[src/rtl/chg_irq_pkg.sv]
package chg_irq_pkg;

    localparam int NUM_GRP = 4;
    localparam int NUM_SRC = 6;
    localparam int DATA_W  = 8;

    // source indices inside the synchronised vector
    localparam int SRC_EOC  = 0;
    localparam int SRC_SUP  = 1;
    localparam int SRC_TMP  = 2;
    localparam int SRC_PRE  = 3;
    localparam int SRC_TOT  = 4;
    localparam int SRC_KIND = 5;

    // group indices, equal to flag position minus 4 in the status byte
    localparam int GRP_EOC = 0;
    localparam int GRP_SUP = 1;
    localparam int GRP_TMP = 2;
    localparam int GRP_TMR = 3;

    // edge-select register, most significant bit first
    typedef struct packed {
        logic tot_rise;
        logic tmp_rise;
        logic sup_rise;
        logic eoc_rise;
        logic pre_rise;
        logic tmp_fall;
        logic sup_fall;
        logic eoc_fall;
    } edge_en_t;

    typedef struct packed {
        logic [NUM_SRC-1:0] lvl;
        logic [NUM_SRC-1:0] rise;
        logic [NUM_SRC-1:0] fall;
    } src_view_t;

    typedef enum logic [1:0] {
        RSEL_NONE,
        RSEL_STAT,
        RSEL_CTRL,
        RSEL_STATE
    } rsel_e;

    function automatic logic [NUM_GRP-1:0] group_levels(input logic [NUM_SRC-1:0] l);
        logic [NUM_GRP-1:0] g;
        g[GRP_EOC] = l[SRC_EOC];
        g[GRP_SUP] = l[SRC_SUP];
        g[GRP_TMP] = l[SRC_TMP];
        g[GRP_TMR] = l[SRC_PRE] | l[SRC_TOT];
        return g;
    endfunction

    // per-group edge hit before the arm gate
    function automatic logic [NUM_GRP-1:0] group_edges(input src_view_t v, input edge_en_t e);
        logic [NUM_GRP-1:0] h;
        h[GRP_EOC] = (v.rise[SRC_EOC] & e.eoc_rise) | (v.fall[SRC_EOC] & e.eoc_fall);
        h[GRP_SUP] = (v.rise[SRC_SUP] & e.sup_rise) | (v.fall[SRC_SUP] & e.sup_fall);
        h[GRP_TMP] = (v.rise[SRC_TMP] & e.tmp_rise) | (v.fall[SRC_TMP] & e.tmp_fall);
        h[GRP_TMR] = (v.rise[SRC_PRE] & e.pre_rise) | (v.rise[SRC_TOT] & e.tot_rise);
        return h;
    endfunction

endpackage

[src/rtl/chg_src_sync.sv]
module chg_src_sync
    import chg_irq_pkg::*;
#(
    parameter int STAGES = 2
) (
    input  logic               clk,
    input  logic               rst,
    input  logic [NUM_SRC-1:0] raw_i,
    output src_view_t          view_o
);
    localparam int LAST = STAGES - 1;

    logic [NUM_SRC-1:0] chain [STAGES];
    logic [NUM_SRC-1:0] prev_q;

    always_ff @(posedge clk) begin
        if (rst) chain[0] <= '0;
        else     chain[0] <= raw_i;
    end

    for (genvar s = 1; s < STAGES; s++) begin : g_stage
        always_ff @(posedge clk) begin
            if (rst) chain[s] <= '0;
            else     chain[s] <= chain[s-1];
        end
    end

    always_ff @(posedge clk) begin
        if (rst) prev_q <= '0;
        else     prev_q <= chain[LAST];
    end

    assign view_o.lvl  = chain[LAST];
    assign view_o.rise = chain[LAST] & ~prev_q;
    assign view_o.fall = ~chain[LAST] & prev_q;

    for (genvar i = 0; i < NUM_SRC; i++) begin : g_chk
        AST_RISE_ONE_CYCLE: assert property (@(posedge clk) disable iff (rst)
            view_o.rise[i] |=> !view_o.rise[i]);
        AST_FALL_ONE_CYCLE: assert property (@(posedge clk) disable iff (rst)
            view_o.fall[i] |=> !view_o.fall[i]);
    end

endmodule

[src/rtl/chg_flag_bank.sv]
module chg_flag_bank
    import chg_irq_pkg::*;
(
    input  logic               clk,
    input  logic               rst,
    input  logic [NUM_GRP-1:0] hit_i,
    input  logic               clr_i,
    output logic [NUM_GRP-1:0] flag_o
);
    for (genvar g = 0; g < NUM_GRP; g++) begin : g_flag
        always_ff @(posedge clk) begin
            if (rst)           flag_o[g] <= 1'b0;
            else if (hit_i[g]) flag_o[g] <= 1'b1;   // event beats the clear
            else if (clr_i)    flag_o[g] <= 1'b0;
        end

        AST_SET_ON_HIT: assert property (@(posedge clk) disable iff (rst)
            hit_i[g] |=> flag_o[g]);
        AST_CLR_ON_READ: assert property (@(posedge clk) disable iff (rst)
            (clr_i && !hit_i[g]) |=> !flag_o[g]);
        AST_HOLD_IDLE: assert property (@(posedge clk) disable iff (rst)
            (!clr_i && !hit_i[g]) |=> $stable(flag_o[g]));
    end

endmodule

[src/rtl/chg_reg_port.sv]
module chg_reg_port
    import chg_irq_pkg::*;
#(
    parameter int              ADDR_W     = 8,
    parameter logic [ADDR_W-1:0] STAT_ADDR  = 8'h78,
    parameter logic [ADDR_W-1:0] CTRL_ADDR  = 8'h79,
    parameter logic [ADDR_W-1:0] STATE_ADDR = 8'h7A
) (
    input  logic               clk,
    input  logic               rst,
    input  logic [ADDR_W-1:0]  addr_i,
    input  logic               wr_i,
    input  logic               rd_i,
    input  logic [DATA_W-1:0]  wdata_i,
    input  logic [NUM_GRP-1:0] flag_i,
    input  logic [NUM_GRP-1:0] lvl_i,
    input  logic [1:0]         cstate_i,
    input  logic               kind_i,
    output logic [DATA_W-1:0]  rdata_o,
    output edge_en_t           edge_en_o,
    output logic [NUM_GRP-1:0] arm_o,
    output logic               clr_o
);
    rsel_e sel;

    always_comb begin
        if      (addr_i == STAT_ADDR)  sel = RSEL_STAT;
        else if (addr_i == CTRL_ADDR)  sel = RSEL_CTRL;
        else if (addr_i == STATE_ADDR) sel = RSEL_STATE;
        else                           sel = RSEL_NONE;
    end

    always_ff @(posedge clk) begin
        if (rst) begin
            edge_en_o <= '0;
            arm_o     <= '0;
        end else if (wr_i) begin
            if (sel == RSEL_CTRL) edge_en_o <= edge_en_t'(wdata_i);
            if (sel == RSEL_STAT) arm_o     <= wdata_i[DATA_W-1 -: NUM_GRP];
        end
    end

    always_comb begin
        rdata_o = '0;
        if (rd_i) begin
            unique case (sel)
                RSEL_STAT:  rdata_o = {flag_i, lvl_i};
                RSEL_CTRL:  rdata_o = edge_en_o;
                RSEL_STATE: rdata_o = {2'b00, cstate_i, 2'b00, kind_i, 1'b0};
                default:    rdata_o = '0;
            endcase
        end
    end

    assign clr_o = rd_i && (sel == RSEL_STAT);

    AST_CTRL_KEEP: assert property (@(posedge clk) disable iff (rst)
        !(wr_i && sel == RSEL_CTRL) |=> $stable(edge_en_o));
    AST_ARM_KEEP: assert property (@(posedge clk) disable iff (rst)
        !(wr_i && sel == RSEL_STAT) |=> $stable(arm_o));

endmodule

[src/rtl/chg_evt_irq_ctrl.sv]
module chg_evt_irq_ctrl
    import chg_irq_pkg::*;
#(
    parameter int SYNC_STAGES = 2,
    parameter int ADDR_W      = 8,
    parameter logic [ADDR_W-1:0] STAT_ADDR  = 8'h78,
    parameter logic [ADDR_W-1:0] CTRL_ADDR  = 8'h79,
    parameter logic [ADDR_W-1:0] STATE_ADDR = 8'h7A
) (
    input  logic              clk,
    input  logic              rst,
    input  logic              sup_ok_i,
    input  logic              tmp_ok_i,
    input  logic              eoc_i,
    input  logic              pre_tmo_i,
    input  logic              tot_tmo_i,
    input  logic              src_kind_i,
    input  logic [1:0]        chg_state_i,
    input  logic [ADDR_W-1:0] reg_addr_i,
    input  logic              reg_wr_i,
    input  logic              reg_rd_i,
    input  logic [7:0]        reg_wdata_i,
    output logic [7:0]        reg_rdata_o,
    output logic              irq_n_o
);
    logic [NUM_SRC-1:0] raw;
    src_view_t          view;
    edge_en_t           edge_en;
    logic [NUM_GRP-1:0] arm, hit, flag;
    logic               clr;
    logic [1:0]         cstate_q;

    always_comb begin
        raw           = '0;
        raw[SRC_EOC]  = eoc_i;
        raw[SRC_SUP]  = sup_ok_i;
        raw[SRC_TMP]  = tmp_ok_i;
        raw[SRC_PRE]  = pre_tmo_i;
        raw[SRC_TOT]  = tot_tmo_i;
        raw[SRC_KIND] = src_kind_i;
    end

    always_ff @(posedge clk) begin
        if (rst) cstate_q <= '0;
        else     cstate_q <= chg_state_i;
    end

    chg_src_sync #(.STAGES(SYNC_STAGES)) sync_i (
        .clk    (clk),
        .rst    (rst),
        .raw_i  (raw),
        .view_o (view)
    );

    assign hit = arm & group_edges(view, edge_en);

    chg_flag_bank flags_i (
        .clk    (clk),
        .rst    (rst),
        .hit_i  (hit),
        .clr_i  (clr),
        .flag_o (flag)
    );

    chg_reg_port #(
        .ADDR_W     (ADDR_W),
        .STAT_ADDR  (STAT_ADDR),
        .CTRL_ADDR  (CTRL_ADDR),
        .STATE_ADDR (STATE_ADDR)
    ) regs_i (
        .clk       (clk),
        .rst       (rst),
        .addr_i    (reg_addr_i),
        .wr_i      (reg_wr_i),
        .rd_i      (reg_rd_i),
        .wdata_i   (reg_wdata_i),
        .flag_i    (flag),
        .lvl_i     (group_levels(view.lvl)),
        .cstate_i  (cstate_q),
        .kind_i    (view.lvl[SRC_KIND]),
        .rdata_o   (reg_rdata_o),
        .edge_en_o (edge_en),
        .arm_o     (arm),
        .clr_o     (clr)
    );

    assign irq_n_o = ~(|flag);

    AST_QUIET_UNARMED: assert property (@(posedge clk) disable iff (rst)
        (arm == '0 && irq_n_o) |=> irq_n_o);
    AST_RELEASE_ON_READ: assert property (@(posedge clk) disable iff (rst)
        (clr && hit == '0) |=> irq_n_o);
    AST_RAISE_ON_HIT: assert property (@(posedge clk) disable iff (rst)
        (hit != '0) |=> !irq_n_o);

endmodule

[config.mk]
export PLATFORM = sky130hd
export DESIGN_NAME = chg_evt_irq_ctrl
export DESIGN_NICKNAME = d
export VERILOG_FILES = /design/src/rtl/chg_irq_pkg.sv /design/src/rtl/chg_src_sync.sv /design/src/rtl/chg_flag_bank.sv /design/src/rtl/chg_reg_port.sv /design/src/rtl/chg_evt_irq_ctrl.sv
export SDC_FILE = /design/constraint.sdc
export NUM_CORES = 1
export LEC_CHECK = 0
export BUFFER_PORTS_ARGS = -buffer_cell sky130_fd_sc_hd__buf_2
export CORE_MARGIN = 1
export CORE_UTILIZATION = 55
export CTS_CLUSTER_SIZE = 28
export DETAILED_ROUTE_END_ITERATION = 8
export PLACE_DENSITY = 0.9
export SLEW_MARGIN = 20
export SYNTH_ARGS = -nofsm -noshare
export SYNTH_HDL_FRONTEND = slang
export SYNTH_SLANG_ARGS = --single-unit
[constraint.sdc]
create_clock -name clk -period 3.81 [get_ports clk]
set_input_delay 0.5715 -clock clk [delete_from_list [all_inputs] [get_ports clk]]
set_output_delay 0.5715 -clock clk [all_outputs]
set_load 0.01 [all_outputs]
; Word level (Yosys, flattened, before mapping)
; Memories as Yosys holds them, arrays and structs flattened.
; Cells that the tools add are included.
[word_totals]
ram_bits = 12
output_inout_bits = 9
memories = 1
reg_bits = 23
inputBits = 28
[classes]
reduce_logical = 8
eq_ne = 6
muxes = 15
bitwise_logic = 21
[mem_list]
columns = name, words, width, rd, rd_ports_with_merged_regs, write_ports, line
row1 = sync_i.chain, 2, 6, 2, 0, 2, chg_src_sync.sv:13  ; logic [NUM_SRC-1:0] chain [STAGES];
[op_table]
columns = cell, n
row1 = "== test 8 x 7 -> 1 bit, second input constant", 3
row2 = case mux 8 bit (3 select lines), 1
row3 = two-way mux 6 bit, 2
row4 = AND 1 bit, 8
row5 = two-way mux 1 bit, 8
row6 = two-way mux 8 bit, 1
row7 = nonzero test 2 bit, 4
row8 = bitwise OR 1 bit, 7
row9 = two-way mux 2 bit, 3
row10 = AND 5 bit, 1
row11 = NOT 5 bit, 1
row12 = AND 4 bit, 1
row13 = "== test 2 bit, second input constant", 2
row14 = AND reduction 2 bit, 2
row15 = OR reduction 4 bit, 1
row16 = AND 3 bit, 1
row17 = NOT 3 bit, 1
row18 = "== test 2 x 1 -> 1 bit, second input constant", 1
row19 = logical AND 1 bit, 1
row20 = NOT 1 bit, 1

; Depth between registers and ports, before layout
; Gate-level depths: netlist of the first run.
[depth]
ltp_word = 8
depth_mapped = 5
mapped_depth_nobuf = 3

; Cells and area by module
; A second synthesis of the first run with hierarchy kept.
[unflattened]
hier_cells = 158
area_unflattened_um2 = 1586.5
[by_module_without_submodules]
columns = mod, cells_each, instances, area_per_inst_um2
row1 = chg_reg_port, 79, 1, 755.7
row2 = chg_src_sync, 49, 1, 564.3
row3 = chg_flag_bank, 16, 1, 140.1
row4 = chg_evt_irq_ctrl, 14, 1, 126.4

; Least setup slack after synthesis of the first run
; Ideal clock, no wire load.
[synth_timing]
path_type = input -> output
from = input reg_addr_i[7]
to = output reg_rdata_o[3]
required_ps = 3239
stages = 3
n_path_buf = 0
setup_slack_ps = 1483
arrival_ps = 1755
cell_sequence = and4bb_2 -> nand4_1 -> a2111oi_0
[synth_via]
elab_chain_len = 7
[synth_lines]
columns = item, line
row1 = start: declaration, chg_evt_irq_ctrl.sv:19  ; input logic [ADDR_W-1:0] reg_addr_i,
row2 = == test 8 x 7 -> 1 bit, chg_reg_port.sv:29  ; else if (addr_i == STATE_ADDR) sel = RSEL_STATE;
row3 = two-way mux 2 bit, chg_reg_port.sv:29
row4 = two-way mux 2 bit, chg_reg_port.sv:28  ; else if (addr_i == CTRL_ADDR) sel = RSEL_CTRL;
row5 = two-way mux 2 bit *, chg_reg_port.sv:27  ; if (addr_i == STAT_ADDR) sel = RSEL_STAT;
row6 = == test 2 bit or == test 2 x 1 -> 1 bit (tied branches), chg_reg_port.sv:46  ; unique case (sel)
row7 = case mux 8 bit (3 select lines) *, chg_reg_port.sv:46
row8 = two-way mux 8 bit *, chg_reg_port.sv:45  ; if (rd_i) begin
row9 = end: declaration, chg_evt_irq_ctrl.sv:23  ; output logic [7:0] reg_rdata_o,
; Every way passes the cells marked *; elsewhere a longest branch is shown, timed or not.

; Final worst setup path of the first run
; Ends and elaborated chain as after synthesis.

==> results of run 1 <==
worst max-delay path, delay by kind of cell:
family	cells	cell delay, ps
buffers and inverters	2	310
and+or+nand+nor	2	530
AOI/OAI and AO/OA	1	460
where the power goes:
group | leakage (µW) | switching, µW | total (µW) | internal, µW
Clock | 0.0000482 | 116 | 271 | 155
Combinational | 0.000364 | 22.4 | 44.6 | 22.2
Sequential | 0.000285 | 3.80 | 378 | 374
cell families (layout without fill, tap and decap cells):
| logic type | Yosys count | in the layout | share of synthesized area [%] |
|---|---|---|---|
| simple gates | 70 | 70 | 28.97 |
| flops | 35 | 35 | 47.02 |
| compound gates | 20 | 20 | 9.404 |
| mux | 15 | 15 | 10.08 |
| buf+inv | 15 | 50 | 4.534 |
flip-flops by register name, summed over array words and instances (netlist names):
| name | count |
|---|---|
| sync_i.chain | 12 |
| cstate_q | 2 |
| sync_i.prev_q | 5 |
| flags_i.flag_o | 4 |
| regs_i.edge_en_o | 8 |
| regs_i.arm_o | 4 |
synthesized netlist by cell type, types with 2 or more instances:
cell / n
nand3b_1: 3
inv_1: 6
dfxtp_1: 35
nor2b_1: 20
nand4b_1: 2
nand4_1: 5
nand2b_1: 13
o32ai_1: 4
nor2_1: 4
mux2i_1: 15
buf_2: 3
nand2_1: 11
or2_2: 3
a21oi_1: 7
nor4_1: 2
o31ai_1: 4
o21a_1: 3
clkbuf_1: 5
per-stage QoR:
stage	hold WS (ps)	cells	area, µm²
2_1_floorplan	413.8	155	1490
3_3_place_gp	418.3	212	1663
3_5_place_dp	420.4	212	1663
4_1_cts	431.0	220	1749
5_1_grt	438.4	220	1749
6_report	441.9	220	1749
how the worst max path moves through the flow:
stage / to / slack (ps) / cells past startpoint
2_1_floorplan: reg_rdata_o[3] / 1480 / 3
3_3_place_gp: reg_rdata_o[3] / 1450 / 5
3_5_place_dp: reg_rdata_o[3] / 1370 / 5
4_1_cts: reg_rdata_o[3] / 1370 / 5
5_1_grt: reg_rdata_o[3] / 1220 / 5
6_report: reg_rdata_o[3] / 1370 / 5
layer usage:
layer  global-route usage (%)  share of wire [%]  vias to the layer above  wire (µm)
li1                         -                  -                      602          -
met1                    23.78                 44                      555       1277
met5                        0                  0                        -          0
met2                    38.68                 49                       45       1439
met3                    9.322                6.5                        4        191
met4                    6.838               0.55                        0         16
final cells by class:
| cell class | count | area (µm²) | share of cell area, % |
|---|---|---|---|
| tap | 30 | 37.54 | 2.146 |
| multi-input combinational | 105 | 721.9 | 41.27 |
| timing repair buffer | 36 | 180.2 | 10.30 |
| clock buffer | 6 | 51.30 | 2.933 |
| sequential | 35 | 700.7 | 40.06 |
| inverter | 6 | 22.52 | 1.288 |
| clock inverter | 2 | 35.03 | 2.003 |
==> results.toml, run 1 <==
[die]
dieArea_mm2 = 0.002921
core_area_mm2 = 0.002522
chipWidth_um = 54.05
floorplan.die.height_um = 54.05
start_util_pct = 59.08
num_rows = 18
ioPinCount = 37

[synth]
synthFlopType = "dfxtp_1"
synth_top_area_share_pct = 47.02
synthDominantAreaCellType = "dfxtp_1"
post_synth_num_cell_types = 28
ys.warnings.count = 0
post_synth_inst_count = 155
largest_cells_by_area_after_synthesis = "dfxtp_1, mux2i_1, nor2b_1, nand2b_1, nand2_1"
synth_nets = 183
postSynthRegisterBits = 35
asyncSetResetFlopFracSynth_pct = 0
syn_area_per_cell_um2 = 9.614
synth_sequential_area_ratio_pct = 47.02
synth_enable_flop_cells = 0
netlist_area_mm2 = 0.001490

[clock_network]
ctsRootBufferMaster = "clkbuf_4"
clock_tree.htree_level_count = 2
post_cts_hold_buffer_count = 0
tritoncts_num_sinks = 35
clockBufferDepth = 2
worst_skew_pair.late_latency_ps = 320
clk_transition_reported_paths_ps = 100
cts_tree = "yes"
post_cts_buffers = 0
cts-resized-gates = 0
cts_inserted_buffers = 5

[layout]
layout_cells_sized_above_1_pct = 26.32
n_antenna_cell = 0
areaGrowthSynthToFinish_pct = 17.38
layout_commonest_cell = "buf_2"
layout.core_utilization_pct = 69.35
fillerInstances = 192
mostFrequentLayoutCells = "buf_2, dfxtp_1, nor2b_1, mux2i_1, nand2b_1"
num-nets-final = 217

[sta]
worst_slew_margin_rel_pct = 44.61
report.final.slew_viol_count = 0
period_share_pct = 64.14
setup_tns_ps = 0
setup_slack_ps = 1366
skew_ps = 2.462
tightestPinTransition_ps = 823.2
finalSetupViolCount = 0
fmax_ghz = 0.4092
final.min_clock_period_ps = 2444
final-hold-violation-count = 0
setup_repair_after_global_routing_missed_its_margin = "no"

[worst_hold_path]
hold_wc_path_type = "reg2reg"
min_delay_path_depth = 1
timing.hold.worst.start = "sync_i.chain[0][1]$_SDFF_PP0_"
hold_end = "sync_i.chain[1][1]$_SDFF_PP0_"

[critical_path]
path_max_fanout = 6
setup.worst_path.start_class = "input pin"
critPathKind = "in2out"
r2r_setup_slack_ps = 2940
cp.required_ps = 3240
worst-r2r-cell-count = 3
critical-path-top-cell-by-count = "buf_2"
regToRegEndpoint = "flags_i.flag_o[1]$_SDFFE_PP0P_"
setup.worst_path.start = "reg_addr_i[7]"
crit_path_dat_ps = 1870
worst_setup_path_end_kind = "output pin"
critical-path-max-stage-delay_ps = 460
reg2reg_from = "sync_i.chain[1][1]$_SDFF_PP0_"
worst_path_max_delay_cell = "a2111oi_0"
crit_chain = "buf_2 > and4bb_2 > nand4_1 > a2111oi_0 > buf_2"

[route]
total_number_of_vias = 1206
post_drt_wl_per_cell_um = 13.30
detail_route.first_pass.iterations = 4
detail_route.drc_violations = 0
drt_iter0_drc = 7
ant_nets = 0
drt-vias-per-instance = 5.482
wl_um = 2925

[pwr]
power_density_mw_per_mm2 = 396.5
power.leakage_uw = 0.0006981
fin_total_pwr_uw = 693.5
vdd_ir_drop_max_uv = 388.7

[global_routing]
grt-ovfl-total = 0
grt_usage_pct = 22.03
grt_max_degree = 40
grt_pass1_wl_um = 4429
initial_antenna_violation_count = 0
first_global_vias = 1069

[placed_design]
dpl.hpwl_um = 2148
globalplace.congestion = 0.8580
buffer_ports.inserted = 36
pre_cts_ws_ps = 1375

[job]
cap_violations = 0

[run_status]
run_status = "finished clean"
Note: power is estimated with default switching activity, not from simulation.
==> inputs of run 2 (changes only) <==
--- a/config.mk
+++ b/config.mk
@@ -7,10 +7,10 @@
 export LEC_CHECK = 0
 export BUFFER_PORTS_ARGS = -buffer_cell sky130_fd_sc_hd__buf_2
 export CORE_MARGIN = 1
-export CORE_UTILIZATION = 55
+export CORE_UTILIZATION = 51
 export CTS_CLUSTER_SIZE = 28
 export DETAILED_ROUTE_END_ITERATION = 8
-export PLACE_DENSITY = 0.9
+export PLACE_DENSITY = 0.85
 export SLEW_MARGIN = 20
 export SYNTH_ARGS = -nofsm -noshare
 export SYNTH_HDL_FRONTEND = slang
==> constraint.sdc (replaced) <==
create_clock -name clk -period 2.25 [get_ports clk]
set_input_delay 0.3375 -clock clk [delete_from_list [all_inputs] [get_ports clk]]
set_output_delay 0.3375 -clock clk [all_outputs]
set_load 0.01 [all_outputs]
==> run 2 against run 1 <==
Net effect:
- power increased by 56%
- largest power group unchanged
- global-route usage decreased by 2.8 points
- worst setup slack got worse by 1000 ps
==> results.toml, run 2 (synthesis gave the netlist of run 1 again) <==
[critical_path]
crit_chain = "buf_2 > and4bb_2 > nand4_1 > a2111oi_0 > buf_2"
crit_path_dat_ps = 1570
worst_setup_path_end_kind = "output pin"
critical-path-top-cell-by-count = "buf_2"
worst_path_max_delay_cell = "a2111oi_0"
cp.required_ps = 1910
critPathKind = "in2out"
critical-path-max-stage-delay_ps = 380
setup.worst_path.start_class = "input pin"
path_max_fanout = 6

[route]
met1_length_um = 1227
wl_um = 2915
post_drt_wl_per_cell_um = 13.13
detail_route.drc_violations = 0
drt-vias-per-instance = 5.514
met2WireLength_um = 1459
top_layer_used = "met4"
ant_nets = 0
detail_route.first_pass.iterations = 6
drt_iter0_drc = 30
total_number_of_vias = 1224
dr_wl_met3_um = 177

[layout]
mostFrequentLayoutCells = "buf_2, dfxtp_1, nor2b_1, mux2i_1, nand2b_1"
fillerInstances = 229
registers.top_by_ff_count = "sync_i.chain"
layout_cells_sized_above_1_pct = 26.18
areaGrowthSynthToFinish_pct = 16.79
multi_input_comb_area_um2 = 721.9
n_antenna_cell = 0
layout.area.seq_um2 = 700.7
largestRegisters = "sync_i.chain x12, regs_i.edge_en_o x8, sync_i.prev_q x5"
layout_commonest_cell = "buf_2"
num-nets-final = 218
number_of_flip_flops_under_the_largest_register_name = 12
final_design_area_no_fill_mm2 = 0.001740

[sta]
worst_slew_margin_rel_pct = 61.42
report.final.slew_viol_count = 0
period_share_pct = 84.61
skew_ps = 4.824
setup_slack_ps = 346.3
setup_tns_ps = 0
finalSetupViolCount = 0
final-hold-violation-count = 0
tightestPinTransition_ps = 578.7
fin_hold_ws_ps = 218.6
final.min_clock_period_ps = 1904
setup_repair_after_global_routing_missed_its_margin = "no"
fmax_ghz = 0.5253

[global_routing]
grt_max_degree = 40
initial_antenna_violation_count = 0
grt_usage_pct = 19.26
grt_pass1_wl_um = 4616
grt-ovfl-total = 0
first_global_vias = 1115

[clock_network]
tritoncts_num_sinks = 35
cts-resized-gates = 0
ctsRootBufferMaster = "clkbuf_4"
clk_transition_reported_paths_ps = 90
worst_skew_pair.late_latency_ps = 320
cts_tree = "yes"
cts_inserted_buffers = 5
clock_tree.htree_level_count = 2
post_cts_buffers = 0
post_cts_hold_buffer_count = 0
clockBufferDepth = 2

[die]
chipWidth_um = 56.06
ioPinCount = 37
num_rows = 19
core_area_mm2 = 0.002758
start_util_pct = 54.04
floorplan.die.height_um = 56.06
dieArea_mm2 = 0.003142

[placed_design]
globalplace.congestion = 0.8150
buffer_ports.inserted = 36
placement.cell_area_mm2 = 0.001672
pre_cts_ws_ps = 350.0
dpl.hpwl_um = 2158

[worst_hold_path]
hold_wc_path_type = "in2reg"

[pwr]
vdd_ir_drop_max_uv = 497.2
power_density_mw_per_mm2 = 622.8
power.leakage_uw = 0.0006939

[job]
cap_violations = 0

[run_status]
run_status = "finished clean"
## run 2: power by group
group / switching (µW) / internal (µW) / total (µW)
clock network: 185 / 184 / 369
logic: 37.7 / 37.6 / 75.2
registers: 5.84 / 634 / 639
total: 229 / 855 / 1080
## run 2: critical path, delay by kind of cell
kind | cells | cell delay (ps)
AO/OA/AOI/OAI | 1 | 380
buffers and inverters | 2 | 300
AND/OR/NAND/NOR | 2 | 550
## run 2: area by class of cell
cell class	count	share of cell area [%]
clock buffers	8	3.954
well taps	31	2.229
repair buffers	37	10.78
inverters	6	1.294
flip-flops and latches	35	40.26
multi-input cells	105	41.48
## run 2: path summary, 6_finish.rpt
path / startpoint / to / slack [ps] / depth (start not counted)
worst max register to register: regs_i.edge_en_o[3]$_SDFFE_PP0P_ / flags_i.flag_o[3]$_SDFFE_PP0P_ / 1410 / 3
worst max-delay path: reg_addr_i[7] / reg_rdata_o[3] / 350 / 5
worst min-delay path: chg_state_i[0] / cstate_q[0]$_SDFF_PP0_ / 220 / 2
worst min register to register: sync_i.chain[0][1]$_SDFF_PP0_ / sync_i.chain[1][1]$_SDFF_PP0_ / 440 / 1
## run 2: metal layers
layer  GRT usage, %  vias up
met2          32.82       53
met1          21.94      558
met4          10.10        0
met3          5.116        6
met5              0        -
li1               -      607
## run 2: metrics by stage
| stage | power (µW) | instances | util (%) |
|---|---|---|---|
| final | 1084 | 222 | 63.11 |
| after global routing | 1137 | 222 | 63.11 |
| after CTS | 1101 | 222 | 63.11 |
| after detailed placement | 729.0 | 214 | 60.62 |
| after global placement | 725.0 | 214 | 60.62 |
| after floorplan | 697.7 | 155 | - |
